===== src/rtl/amrm_pkg.sv =====
package amrm_pkg;
  localparam int TW = 4;

  typedef enum logic [2:0] {
    ST_IDLE,
    ST_SETUP,
    ST_ACCESS,
    ST_CAPT,
    ST_HOLD,
    ST_GAP,
    ST_RELOAD
  } rd_state_e;

  typedef struct packed {
    logic [TW-1:0] setup;
    logic [TW-1:0] access;
    logic [TW-1:0] hold;
    logic          ready_en;
  } rd_timing_t;
endpackage


===== src/rtl/amrm_phase_timer.sv =====
module amrm_phase_timer #(
  parameter int W = 5
) (
  input  logic         clk,
  input  logic         rst_n,
  input  logic         load,
  input  logic [W-1:0] load_val,
  output logic         zero
);
  logic [W-1:0] cnt;

  always_ff @(posedge clk or negedge rst_n) begin
    if (!rst_n)            cnt <= '0;
    else if (load)         cnt <= load_val;
    else if (cnt != '0)    cnt <= cnt - 1'b1;
  end

  assign zero = (cnt == '0);
endmodule


===== src/rtl/amrm_word_tracker.sv =====
module amrm_word_tracker #(
  parameter int AW        = 32,
  parameter int MAX_WORDS = 65536,
  parameter int BURST_LEN = 8,
  parameter int CW        = $clog2(MAX_WORDS + 1)
) (
  input  logic          clk,
  input  logic          rst_n,
  input  logic          start,
  input  logic [AW-1:0] base,
  input  logic [CW-1:0] count,
  input  logic          step,
  input  logic          burst_clr,
  output logic [AW-1:0] addr,
  output logic          none_left,
  output logic          burst_full
);
  localparam int PW = $clog2(BURST_LEN + 1);

  logic [CW-1:0] remain;
  logic [PW-1:0] pos;
  logic [CW-1:0] clamped;

  assign clamped = (count > CW'(MAX_WORDS)) ? CW'(MAX_WORDS) : count;

  always_ff @(posedge clk or negedge rst_n) begin
    if (!rst_n) begin
      addr   <= '0;
      remain <= '0;
      pos    <= '0;
    end else if (start) begin
      addr   <= base;
      remain <= clamped;
      pos    <= '0;
    end else begin
      if (step) begin
        addr   <= addr + 1'b1;
        remain <= remain - 1'b1;
        pos    <= pos + 1'b1;
      end else if (burst_clr) begin
        pos <= '0;
      end
    end
  end

  assign none_left  = (remain == '0);
  assign burst_full = (pos == PW'(BURST_LEN));

  AST_BURST_BOUND: assert property (@(posedge clk) disable iff (!rst_n)
    pos <= PW'(BURST_LEN));
  AST_STEP_NEEDS_WORDS: assert property (@(posedge clk) disable iff (!rst_n)
    step |-> !none_left);
endmodule


===== src/rtl/amrm_sink_reg.sv =====
module amrm_sink_reg #(
  parameter int DW = 32
) (
  input  logic          clk,
  input  logic          rst_n,
  input  logic          load,
  input  logic [DW-1:0] din,
  output logic          snk_valid,
  input  logic          snk_ready,
  output logic [DW-1:0] snk_data
);
  always_ff @(posedge clk or negedge rst_n) begin
    if (!rst_n) begin
      snk_valid <= 1'b0;
      snk_data  <= '0;
    end else if (load) begin
      snk_valid <= 1'b1;
      snk_data  <= din;
    end else if (snk_ready) begin
      snk_valid <= 1'b0;
    end
  end

  AST_NO_OVERWRITE: assert property (@(posedge clk) disable iff (!rst_n)
    load |-> (!snk_valid || snk_ready));
  AST_SINK_STABLE: assert property (@(posedge clk) disable iff (!rst_n)
    (snk_valid && !snk_ready) |=> (snk_valid && $stable(snk_data)));
endmodule


===== src/rtl/amem_read_master.sv =====
module amem_read_master
  import amrm_pkg::*;
#(
  parameter int AW            = 32,
  parameter int DW            = 32,
  parameter int MAX_WORDS     = 65536,
  parameter int BURST_LEN     = 8,
  parameter int GAP_CYCLES    = 9,
  parameter int RELOAD_CYCLES = 16,
  parameter int CW            = $clog2(MAX_WORDS + 1)
) (
  input  logic          clk,
  input  logic          rst_n,
  input  logic          req_valid,
  output logic          req_ready,
  input  logic [AW-1:0] req_addr,
  input  logic [CW-1:0] req_count,
  input  logic [TW-1:0] cfg_setup,
  input  logic [TW-1:0] cfg_access,
  input  logic [TW-1:0] cfg_hold,
  input  logic          cfg_ready_en,
  output logic [AW-1:0] mem_addr,
  output logic          mem_sel_n,
  output logic          mem_oe_n,
  output logic          mem_re_n,
  input  logic          mem_ready,
  input  logic [DW-1:0] mem_data,
  output logic          snk_valid,
  input  logic          snk_ready,
  output logic [DW-1:0] snk_data,
  output logic          busy
);
  localparam int GR   = (GAP_CYCLES > RELOAD_CYCLES) ? GAP_CYCLES : RELOAD_CYCLES;
  localparam int TMAX = (GR > (1 << TW)) ? GR : (1 << TW);
  localparam int TMW  = $clog2(TMAX + 1);

  rd_state_e  st, nxt;
  rd_timing_t tcfg;
  logic           t_load, t_zero;
  logic [TMW-1:0] t_val;
  logic           trk_start, trk_step, trk_bclr;
  logic           none_left, burst_full;
  logic           sink_load;

  function automatic logic [TMW-1:0] phase_len(input logic [TW-1:0] v);
    return (v == '0) ? '0 : TMW'(v - 1'b1);
  endfunction

  always_ff @(posedge clk or negedge rst_n) begin
    if (!rst_n) begin
      st   <= ST_IDLE;
      tcfg <= '0;
    end else begin
      st <= nxt;
      if (trk_start) tcfg <= '{setup: cfg_setup, access: cfg_access,
                               hold: cfg_hold, ready_en: cfg_ready_en};
    end
  end

  always_comb begin
    nxt       = st;
    t_load    = 1'b0;
    t_val     = '0;
    trk_start = 1'b0;
    trk_step  = 1'b0;
    trk_bclr  = 1'b0;
    sink_load = 1'b0;
    unique case (st)
      ST_IDLE: begin
        if (req_valid && (req_count != '0)) begin
          nxt       = ST_SETUP;
          t_load    = 1'b1;
          t_val     = phase_len(cfg_setup);
          trk_start = 1'b1;
        end
      end
      ST_SETUP: begin
        if (t_zero) begin
          nxt    = ST_ACCESS;
          t_load = 1'b1;
          t_val  = phase_len(tcfg.access);
        end
      end
      ST_ACCESS: begin
        if (t_zero && (!tcfg.ready_en || mem_ready)) nxt = ST_CAPT;
      end
      ST_CAPT: begin
        sink_load = 1'b1;
        trk_step  = 1'b1;
        nxt       = ST_HOLD;
        t_load    = 1'b1;
        t_val     = phase_len(tcfg.hold);
      end
      ST_HOLD: begin
        if (t_zero && !(snk_valid && !snk_ready)) begin
          t_load = 1'b1;
          if (none_left) begin
            nxt   = ST_RELOAD;
            t_val = TMW'(RELOAD_CYCLES - 1);
          end else if (burst_full) begin
            nxt      = ST_GAP;
            t_val    = TMW'(GAP_CYCLES - 1);
            trk_bclr = 1'b1;
          end else begin
            nxt   = ST_SETUP;
            t_val = phase_len(tcfg.setup);
          end
        end
      end
      ST_GAP: begin
        if (t_zero) begin
          nxt    = ST_SETUP;
          t_load = 1'b1;
          t_val  = phase_len(tcfg.setup);
        end
      end
      ST_RELOAD: begin
        if (t_zero) nxt = ST_IDLE;
      end
      default: nxt = ST_IDLE;
    endcase
  end

  amrm_phase_timer #(.W(TMW)) u_timer (
    .clk      (clk),
    .rst_n    (rst_n),
    .load     (t_load),
    .load_val (t_val),
    .zero     (t_zero)
  );

  amrm_word_tracker #(
    .AW(AW), .MAX_WORDS(MAX_WORDS), .BURST_LEN(BURST_LEN), .CW(CW)
  ) u_track (
    .clk        (clk),
    .rst_n      (rst_n),
    .start      (trk_start),
    .base       (req_addr),
    .count      (req_count),
    .step       (trk_step),
    .burst_clr  (trk_bclr),
    .addr       (mem_addr),
    .none_left  (none_left),
    .burst_full (burst_full)
  );

  amrm_sink_reg #(.DW(DW)) u_sink (
    .clk       (clk),
    .rst_n     (rst_n),
    .load      (sink_load),
    .din       (mem_data),
    .snk_valid (snk_valid),
    .snk_ready (snk_ready),
    .snk_data  (snk_data)
  );

  assign mem_sel_n = !((st == ST_ACCESS) || (st == ST_CAPT));
  assign mem_oe_n  = !((st == ST_ACCESS) || (st == ST_CAPT));
  assign mem_re_n  = !(st == ST_ACCESS);
  assign req_ready = (st == ST_IDLE);
  assign busy      = (st != ST_IDLE) && (st != ST_RELOAD);

  AST_STROBES_TOGETHER: assert property (@(posedge clk) disable iff (!rst_n)
    $fell(mem_re_n) |-> ($fell(mem_sel_n) && $fell(mem_oe_n)));
  AST_RE_WAITS_READY: assert property (@(posedge clk) disable iff (!rst_n)
    ($rose(mem_re_n) && tcfg.ready_en) |-> $past(mem_ready));
  AST_CAPTURE_UNDER_OE: assert property (@(posedge clk) disable iff (!rst_n)
    $rose(mem_re_n) |-> !mem_oe_n);
  AST_QUIET_WHEN_IDLE: assert property (@(posedge clk) disable iff (!rst_n)
    !busy |-> (mem_sel_n && mem_oe_n && mem_re_n));
endmodule


===== config.mk =====
export PLATFORM = sky130hd
export DESIGN_NAME = amem_read_master
export DESIGN_NICKNAME = d
export VERILOG_FILES = /design/src/rtl/amrm_pkg.sv /design/src/rtl/amrm_phase_timer.sv /design/src/rtl/amrm_word_tracker.sv /design/src/rtl/amrm_sink_reg.sv /design/src/rtl/amem_read_master.sv
export SDC_FILE = /design/constraint.sdc
export NUM_CORES = 1
export LEC_CHECK = 0
export ABC_AREA = 1
export BUFFER_PORTS_ARGS = -buffer_cell sky130_fd_sc_hd__buf_2
export CAP_MARGIN = 25
export CORE_MARGIN = 5
export CORE_UTILIZATION = 58
export CTS_CLUSTER_DIAMETER = 200
export DETAILED_ROUTE_END_ITERATION = 10
export PLACE_DENSITY = 0.87
export SYNTH_ARGS = -nofsm -noshare
export SYNTH_HDL_FRONTEND = slang
export SYNTH_SLANG_ARGS = --single-unit

===== constraint.sdc =====
create_clock -name clk -period 2.68 [get_ports clk]
set_clock_uncertainty 0.1 [all_clocks]
set_input_delay 0.402 -clock clk [delete_from_list [all_inputs] [get_ports clk]]
set_output_delay 0.402 -clock clk [all_outputs]
set_load 0.02 [all_outputs]

==> results.py, run 1 <==
metrics = {
    "cts": {
        "cts_made_buffers": 9,
        "postCtsSetupBuffers": 0,
        "cts-root-buf": "clkbuf_16",
        "htreeDepth": 3,
        "clk_path_buf_depth": 2,
        "clock_latency_ns": 0.36,
        "clkTransAtPathRegs_ns": 0.08,
        "cts_tree": "done",
        "clock-sinks": 107,
    },
    "synth": {
        "yosys_warnings": 0,
        "synthTopCellsByArea": "dfrtp_1 40%, nand2_1 24%, nor2_1 5.9%",
        "synth_top_area_share_pct": 40.29,
        "synth-edff-count": 0,
        "ys_seq_area_share_pct": 40.29,
        "synth_area_sq_mm": 0.006646,
        "ys.flop_type": "dfrtp_1",
        "ys_ff_latch": 107,
        "syn_inst": 989,
        "yosys.area.top_type": "dfrtp_1",
        "synth_cell_types": 40,
        "async_reset_ff_share_pct": 100.0,
        "synthesis.nets": 1095,
        "syn_area_per_cell_sq_um": 6.720,
    },
    "global_routing": {
        "grt_start_max_net_pins": 52,
        "overflow": 0,
        "antenna_found_initial": 0,
        "first_global_vias": 6624,
        "grt_pass1_wl_um": 29830,
        "grt_use_total_pct": 27.01,
    },
    "job": {
        "drv_cap": 0,
    },
    "floorplan": {
        "row_count": 39,
        "core_sq_mm": 0.01132,
        "die_area_sq_mm": 0.01370,
        "io_pins": 169,
        "die_h_um": 117.0,
        "start_util_pct": 58.71,
        "die_w_um": 117.0,
    },
    "place": {
        "dp.cells": 1283,
        "place_congestion": 0.9665,
        "dp_hpwl_um": 13430,
        "io_buffers": 168,
    },
    "layout": {
        "diodes": 0,
        "fin_cells": 1300,
        "fin_nets": 1258,
        "final_layout_size_suffix_gt1_share_pct": 19.19,
        "final_util_pct": 69.84,
        "area_delta_synth_final_pct": 18.96,
    },
    "setup_path": {
        "cp_max_fo": 44,
        "crit_slowest_cell": "inv_2",
        "worstPathRequired_ns": 2.82,
        "crit_type": "flop to flop",
        "crit_arrival_ns": 2.36,
        "crit_path_start_kind": "flop",
        "cp_cell_sequence": "nor2_2 -> inv_2 -> nor2_8 -> nand3_4 -> buf_4 -> inv_2 -> nand2_1 -> nand3_1 -> nand2_1",
        "slowest_delay_ns": 0.55,
        "end_kind": "flop",
    },
    "timing": {
        "tightest_slew_ns": 0.7133,
        "setup_viol": 0,
        "hold_ws_ns": 0.1426,
        "fmaxAchievable_ghz": 0.4522,
        "slew_viol_final": 0,
        "fin_crit_ns": 2.211,
        "slew_headroom_pct": 52.38,
        "rsz0062_at_grt": "no",
        "hold_violations": 0,
        "fin_crit_sh_pct": 82.51,
        "final.setup.tns_ns": 0,
    },
    "power": {
        "fin_total_pwr_uw": 9420,
        "peakVddDrop_mv": 0.7474,
        "power_leakage_uw": 0.004188,
        "power_density_mw_per_mm2": 1191,
    },
    "worst_hold_path": {
        "min_path_type": "input pin to flop",
    },
    "outcome": {
        "status": "completed",
    },
    "route": {
        "num_vias": 6802,
        "wl_per_cell_um": 13.61,
        "drc_errors": 0,
        "first_pass_iters": 5,
        "drtIter0Drc": 486,
        "ant_nets": 0,
        "wl_um": 17690,
        "via_per_inst": 5.232,
    },
}
[flip-flops by register name, summed over array words and instances, names as in the netlist]
name and count:
u_timer.cnt 5, u_track.pos 4, tcfg 13, u_track.addr 32
u_track.remain 17, u_sink.snk_valid 1, u_sink.snk_data 32, st 3
[through the flow]
step / setup WS [ns] / instance area, sq um
finish: 0.4688 / 7906
global route: 0.3002 / 7906
detailed placement: 0.3415 / 7585
global placement: 0.4253 / 7585
floorplan: 0.8920 / 6646
CTS: 0.4631 / 7906
[synthesized netlist by cell type (4+ instances only)]
cell type / n
nand3_1: 72
buf_2: 13
nand4_1: 10
nand3b_1: 4
o21ai_0: 44
nor2_2: 7
ha_1: 7
xor2_1: 18
inv_1: 85
dfrtp_1: 107
o21ai_1: 10
buf_4: 10
inv_2: 4
a21oi_1: 8
o211ai_1: 14
nor3_1: 13
nor2_1: 105
nand2_1: 425
[area by class of cell]
type                       instances  area, sq um
sequential                       107         2678
inverter                          91        346.6
clock buffer                      10        229.0
timing repair buffer             179        940.9
clock inverter                     6        82.58
tap                              143        178.9
multi-input combinational        764         3451
fill                             996         3415
[kinds of logic after synthesis]
| kind of cell | Yosys count | synth area share [%] |
|---|---|---|
| AOI/OAI and AO/OA | 84 | 7.191 |
| xor gates and xnor gates | 19 | 2.504 |
| adders and majority gates | 7 | 1.318 |
| buffers and inverters | 118 | 7.793 |
| DFF | 107 | 40.29 |
| and+or+nand+nor | 654 | 40.91 |
[power breakdown]
group	internal, uW	switching [uW]
clock network	748	663
registers	2400	751
logic	1630	3230
[critical path: cells and delay by family (launching register included)]
family,cells,cell delay (ns)
and+or+nand+nor,6,0.66
buffers and inverters,3,0.85
DFF,1,0.46
[cell usage in the layout, fill, tap and decap left out, drive strengths merged]
cell type	Yosys	routed
inv	91	94
buf	26	178
dlygate4sd3	0	1
a31o	1	1
nand4	10	10
bufinv	0	1
a31oi	1	1
xnor2	1	1
o21ai	55	55
nor3	13	13
nand3	74	74
or2	6	6
clkinv	0	1
xor2	18	18
nor3b	1	1
o211ai	14	14
dfrtp	107	107
nor2	116	116
nand3b	4	4
ha	7	7
clkbuf	1	10
a21oi	9	9
and3	1	1
o21a	1	1
clkinvlp	0	1
nand2	429	429
o21bai	3	3
[what timing repair did]
item	CTS	global route
hold buffers	1	0
endpoints found under the hold margin	19	0
resized for setup	0	0
[path summary, 6_finish.rpt]
kind	startpoint	to	slack (ns)	cells past startpoint
worst max-delay path	st[1]	u_track.addr[31]	0.47	9
worst min-delay path	mem_data[23]	u_sink.snk_data[23]	0.14	3
worst max register to register	st[1]	u_track.addr[31]	0.47	9
worst min register to register	u_sink.snk_data[25]	u_sink.snk_data[25]	0.37	2
max in group asynchronous	rst_n	tcfg[11]	1.27	3
min in group asynchronous	rst_n	u_track.addr[5]	0.52	2
[layer usage]
layer	global-route usage (%)	vias up	share of wire, %	wire length (um)
li1	-	3418	-	-
met1	35.03	3083	42	7497
met2	44.60	260	47	8334
met3	5.296	41	7.6	1350
met4	10.93	0	2.9	509
met5	0	-	0	0
Note: power is estimated with default switching activity, not from simulation.
==> inputs of run 2 (changes only) <==
Settings changed: CORE_UTILIZATION 58 to 49, PLACE_DENSITY 0.87 to 0.79.
Clock period 2.68 ns to 1.9 ns, I/O delays scaled along.
==> run 2 against run 1 <==
Compared with the run above: worst hold slack got worse by 0.13 ns; critical path depth decreased by 4; die area rose by 17%; core utilization is 7.6 points lower; sequential power increased by 39%; global-route usage down 3.4 points; worst setup slack worse by 0.38 ns; register-to-register slack got worse by 0.33 ns; critical path type is now flop to primary output; highest routed layer is now met5.
==> results.py, run 2 (same netlist as run 1, synthesis figures left out) <==
metrics = {
    "power": {
        "power_density_mw_per_mm2": 1679,
        "internal-power_uw": 7156,
        "clock_power_share_pct": 14.8,
        "combinationalPowerShare_pct": 53.7,
        "seq_power_share_pct": 31.6,
        "peakVddDrop_mv": 1.007,
        "power_leakage_uw": 0.004356,
        "fin_total_pwr_uw": 13900,
        "power_switching_uw": 6739,
        "swShare_pct": 48.50,
    },
    "global_routing": {
        "antenna_found_initial": 1,
        "grt_pass1_wl_um": 31240,
        "use_met1_pct": 31.16,
        "busiest_layer": "met2",
        "overflow": 0,
        "grt_start_max_net_pins": 45,
        "grt_use_total_pct": 23.60,
        "first_global_vias": 6733,
        "use_met3_pct": 5.212,
        "met2_usage_pct": 39.82,
    },
    "layout": {
        "fin_nets": 1284,
        "fin_cells": 1359,
        "final_common_cell": "nand2_1",
        "final_cell_mix": "424 x nand2_1, 167 x buf_2, 106 x dfrtp_1",
        "fill_cells": 1249,
        "largest_registers": "u_sink.snk_data x32, u_track.addr x32, u_track.remain x17",
        "stdcell_area_sq_mm": 0.008275,
        "area_delta_synth_final_pct": 24.51,
        "diodes": 0,
        "final_layout_size_suffix_gt1_share_pct": 21.72,
    },
    "route": {
        "drc_errors": 0,
        "drtIter0Drc": 522,
        "num_vias": 6845,
        "ant_nets": 0,
        "wl_um": 18460,
        "via_per_inst": 5.037,
        "wl_per_cell_um": 13.58,
        "first_pass_iters": 5,
    },
    "floorplan": {
        "die_w_um": 126.5,
        "die_h_um": 126.5,
        "start_util_pct": 49.99,
        "die_area_sq_mm": 0.01599,
        "row_count": 42,
        "core_sq_mm": 0.01330,
        "io_pins": 169,
    },
    "timing": {
        "fmaxAchievable_ghz": 0.5512,
        "fin_crit_ns": 1.814,
        "final.setup.tns_ns": 0,
        "slew_viol_final": 0,
        "fin_crit_sh_pct": 95.48,
        "setup_viol": 0,
        "hold_violations": 0,
        "tightest_slew_ns": 0.4839,
        "slew_headroom_pct": 67.74,
        "rsz0062_at_grt": "no",
        "hold_ws_ns": 0.01663,
    },
    "place": {
        "dpl_cell_area_sq_mm": 0.007889,
        "dp.cells": 1341,
        "io_buffers": 168,
        "dp_hpwl_um": 14340,
        "place_congestion": 0.9316,
    },
    "setup_path": {
        "critPathTopFamily": "buffers and inverters",
        "critical_path_buf_inv_count": 3,
        "worstPathRequired_ns": 1.51,
        "crit_path_start_kind": "flop",
        "crit_slowest_cell": "dfrtp_2",
        "crit_type": "flop to primary output",
        "cp_max_fo": 5,
        "cp_cell_sequence": "buf_4 -> nor2_8 -> buf_6 -> nor2_1 -> buf_2",
        "crit_arrival_ns": 1.43,
        "end_kind": "primary output",
        "slowest_delay_ns": 0.45,
    },
    "cts": {
        "cts_made_buffers": 9,
        "htreeDepth": 3,
        "cts_tree": "done",
        "clk_path_buf_depth": 2,
        "cts-root-buf": "clkbuf_16",
        "clock_latency_ns": 0.36,
        "clock-sinks": 107,
        "clkTransAtPathRegs_ns": 0.08,
    },
    "job": {
        "drv_cap": 0,
    },
    "worst_hold_path": {
        "min_path_type": "input pin to flop",
    },
    "outcome": {
        "status": "completed",
    },
}
-- run 2: cell count changes in the layout (fill, tap and decap cells not counted), sizes merged --
cell and delta:
buf +26, clkinvlp -1, clkbuf -1, inv +2
-- run 2: final timing paths --
kind	cells after the start	slack, ns	end	startpoint
setup / recovery	5	0.09	busy	st[2]
hold / removal	3	0.02	u_sink.snk_data[17]	mem_data[17]
setup reg to reg	9	0.14	u_track.addr[27]	st[2]
hold reg to reg	2	0.37	u_sink.snk_data[26]	u_sink.snk_data[26]
max in group asynchronous	3	0.75	u_track.addr[20]	rst_n
min in group asynchronous	2	0.32	u_track.remain[7]	rst_n
-- run 2: worst reg2reg max path, cell delays in order (launching register included) --
cell,delay [ns]
dfrtp_2,0.45
buf_4,0.16
nor2_8,0.13
nand3_4,0.13
buf_12,0.17
inv_2,0.07
buf_12,0.20
nand2_1,0.11
nand3_1,0.09
nand2_1,0.05
-- run 2: power by group through the flow --
stage / clock [uW] / combinational, uW / sequential [uW]
after global placement: 0 / 7230 / 4370
after CTS: 2080 / 7450 / 4360
after floorplan: 0 / 4350 / 5030
final: 2050 / 7460 / 4390
after global routing: 2180 / 8440 / 4560
after detailed placement: 0 / 7430 / 4370
-- run 2: what timing repair did --
| action | in CTS | in global routing |
|---|---|---|
| hold endpoints to repair | 30 | 0 |
| setup buffers | 0 | 1 |
| resized for setup | 0 | 13 |
| setup endpoints to repair | 0 | 19 |
| hold buffers | 1 | 0 |
-- run 2: cell type report --
type / count / area, sq um / area share [%]
repair buffers: 205 / 1219 / 14.73
inverters: 91 / 346.6 / 4.188
multi-input cells: 764 / 3486 / 42.12
clock inverters: 7 / 100.1 / 1.210
flip-flops and latches: 107 / 2679 / 32.37
well taps: 176 / 220.2 / 2.661
clock buffers: 9 / 225.2 / 2.721
-- run 2: per-stage QoR --
step	setup slack, ns	util (%)
after global routing	0.004480	62.24
after CTS	0.05173	61.86
after floorplan	0.1120	-
final	0.08589	62.24
after detailed placement	0.01776	59.34
after global placement	0.04009	59.34
-- run 2: metal layers --
metal | vias to the layer above | wire (um)
li1 | 3478 | -
met1 | 3090 | 8153
met2 | 248 | 8675
met3 | 27 | 1341
met4 | 2 | 283
met5 | - | 7
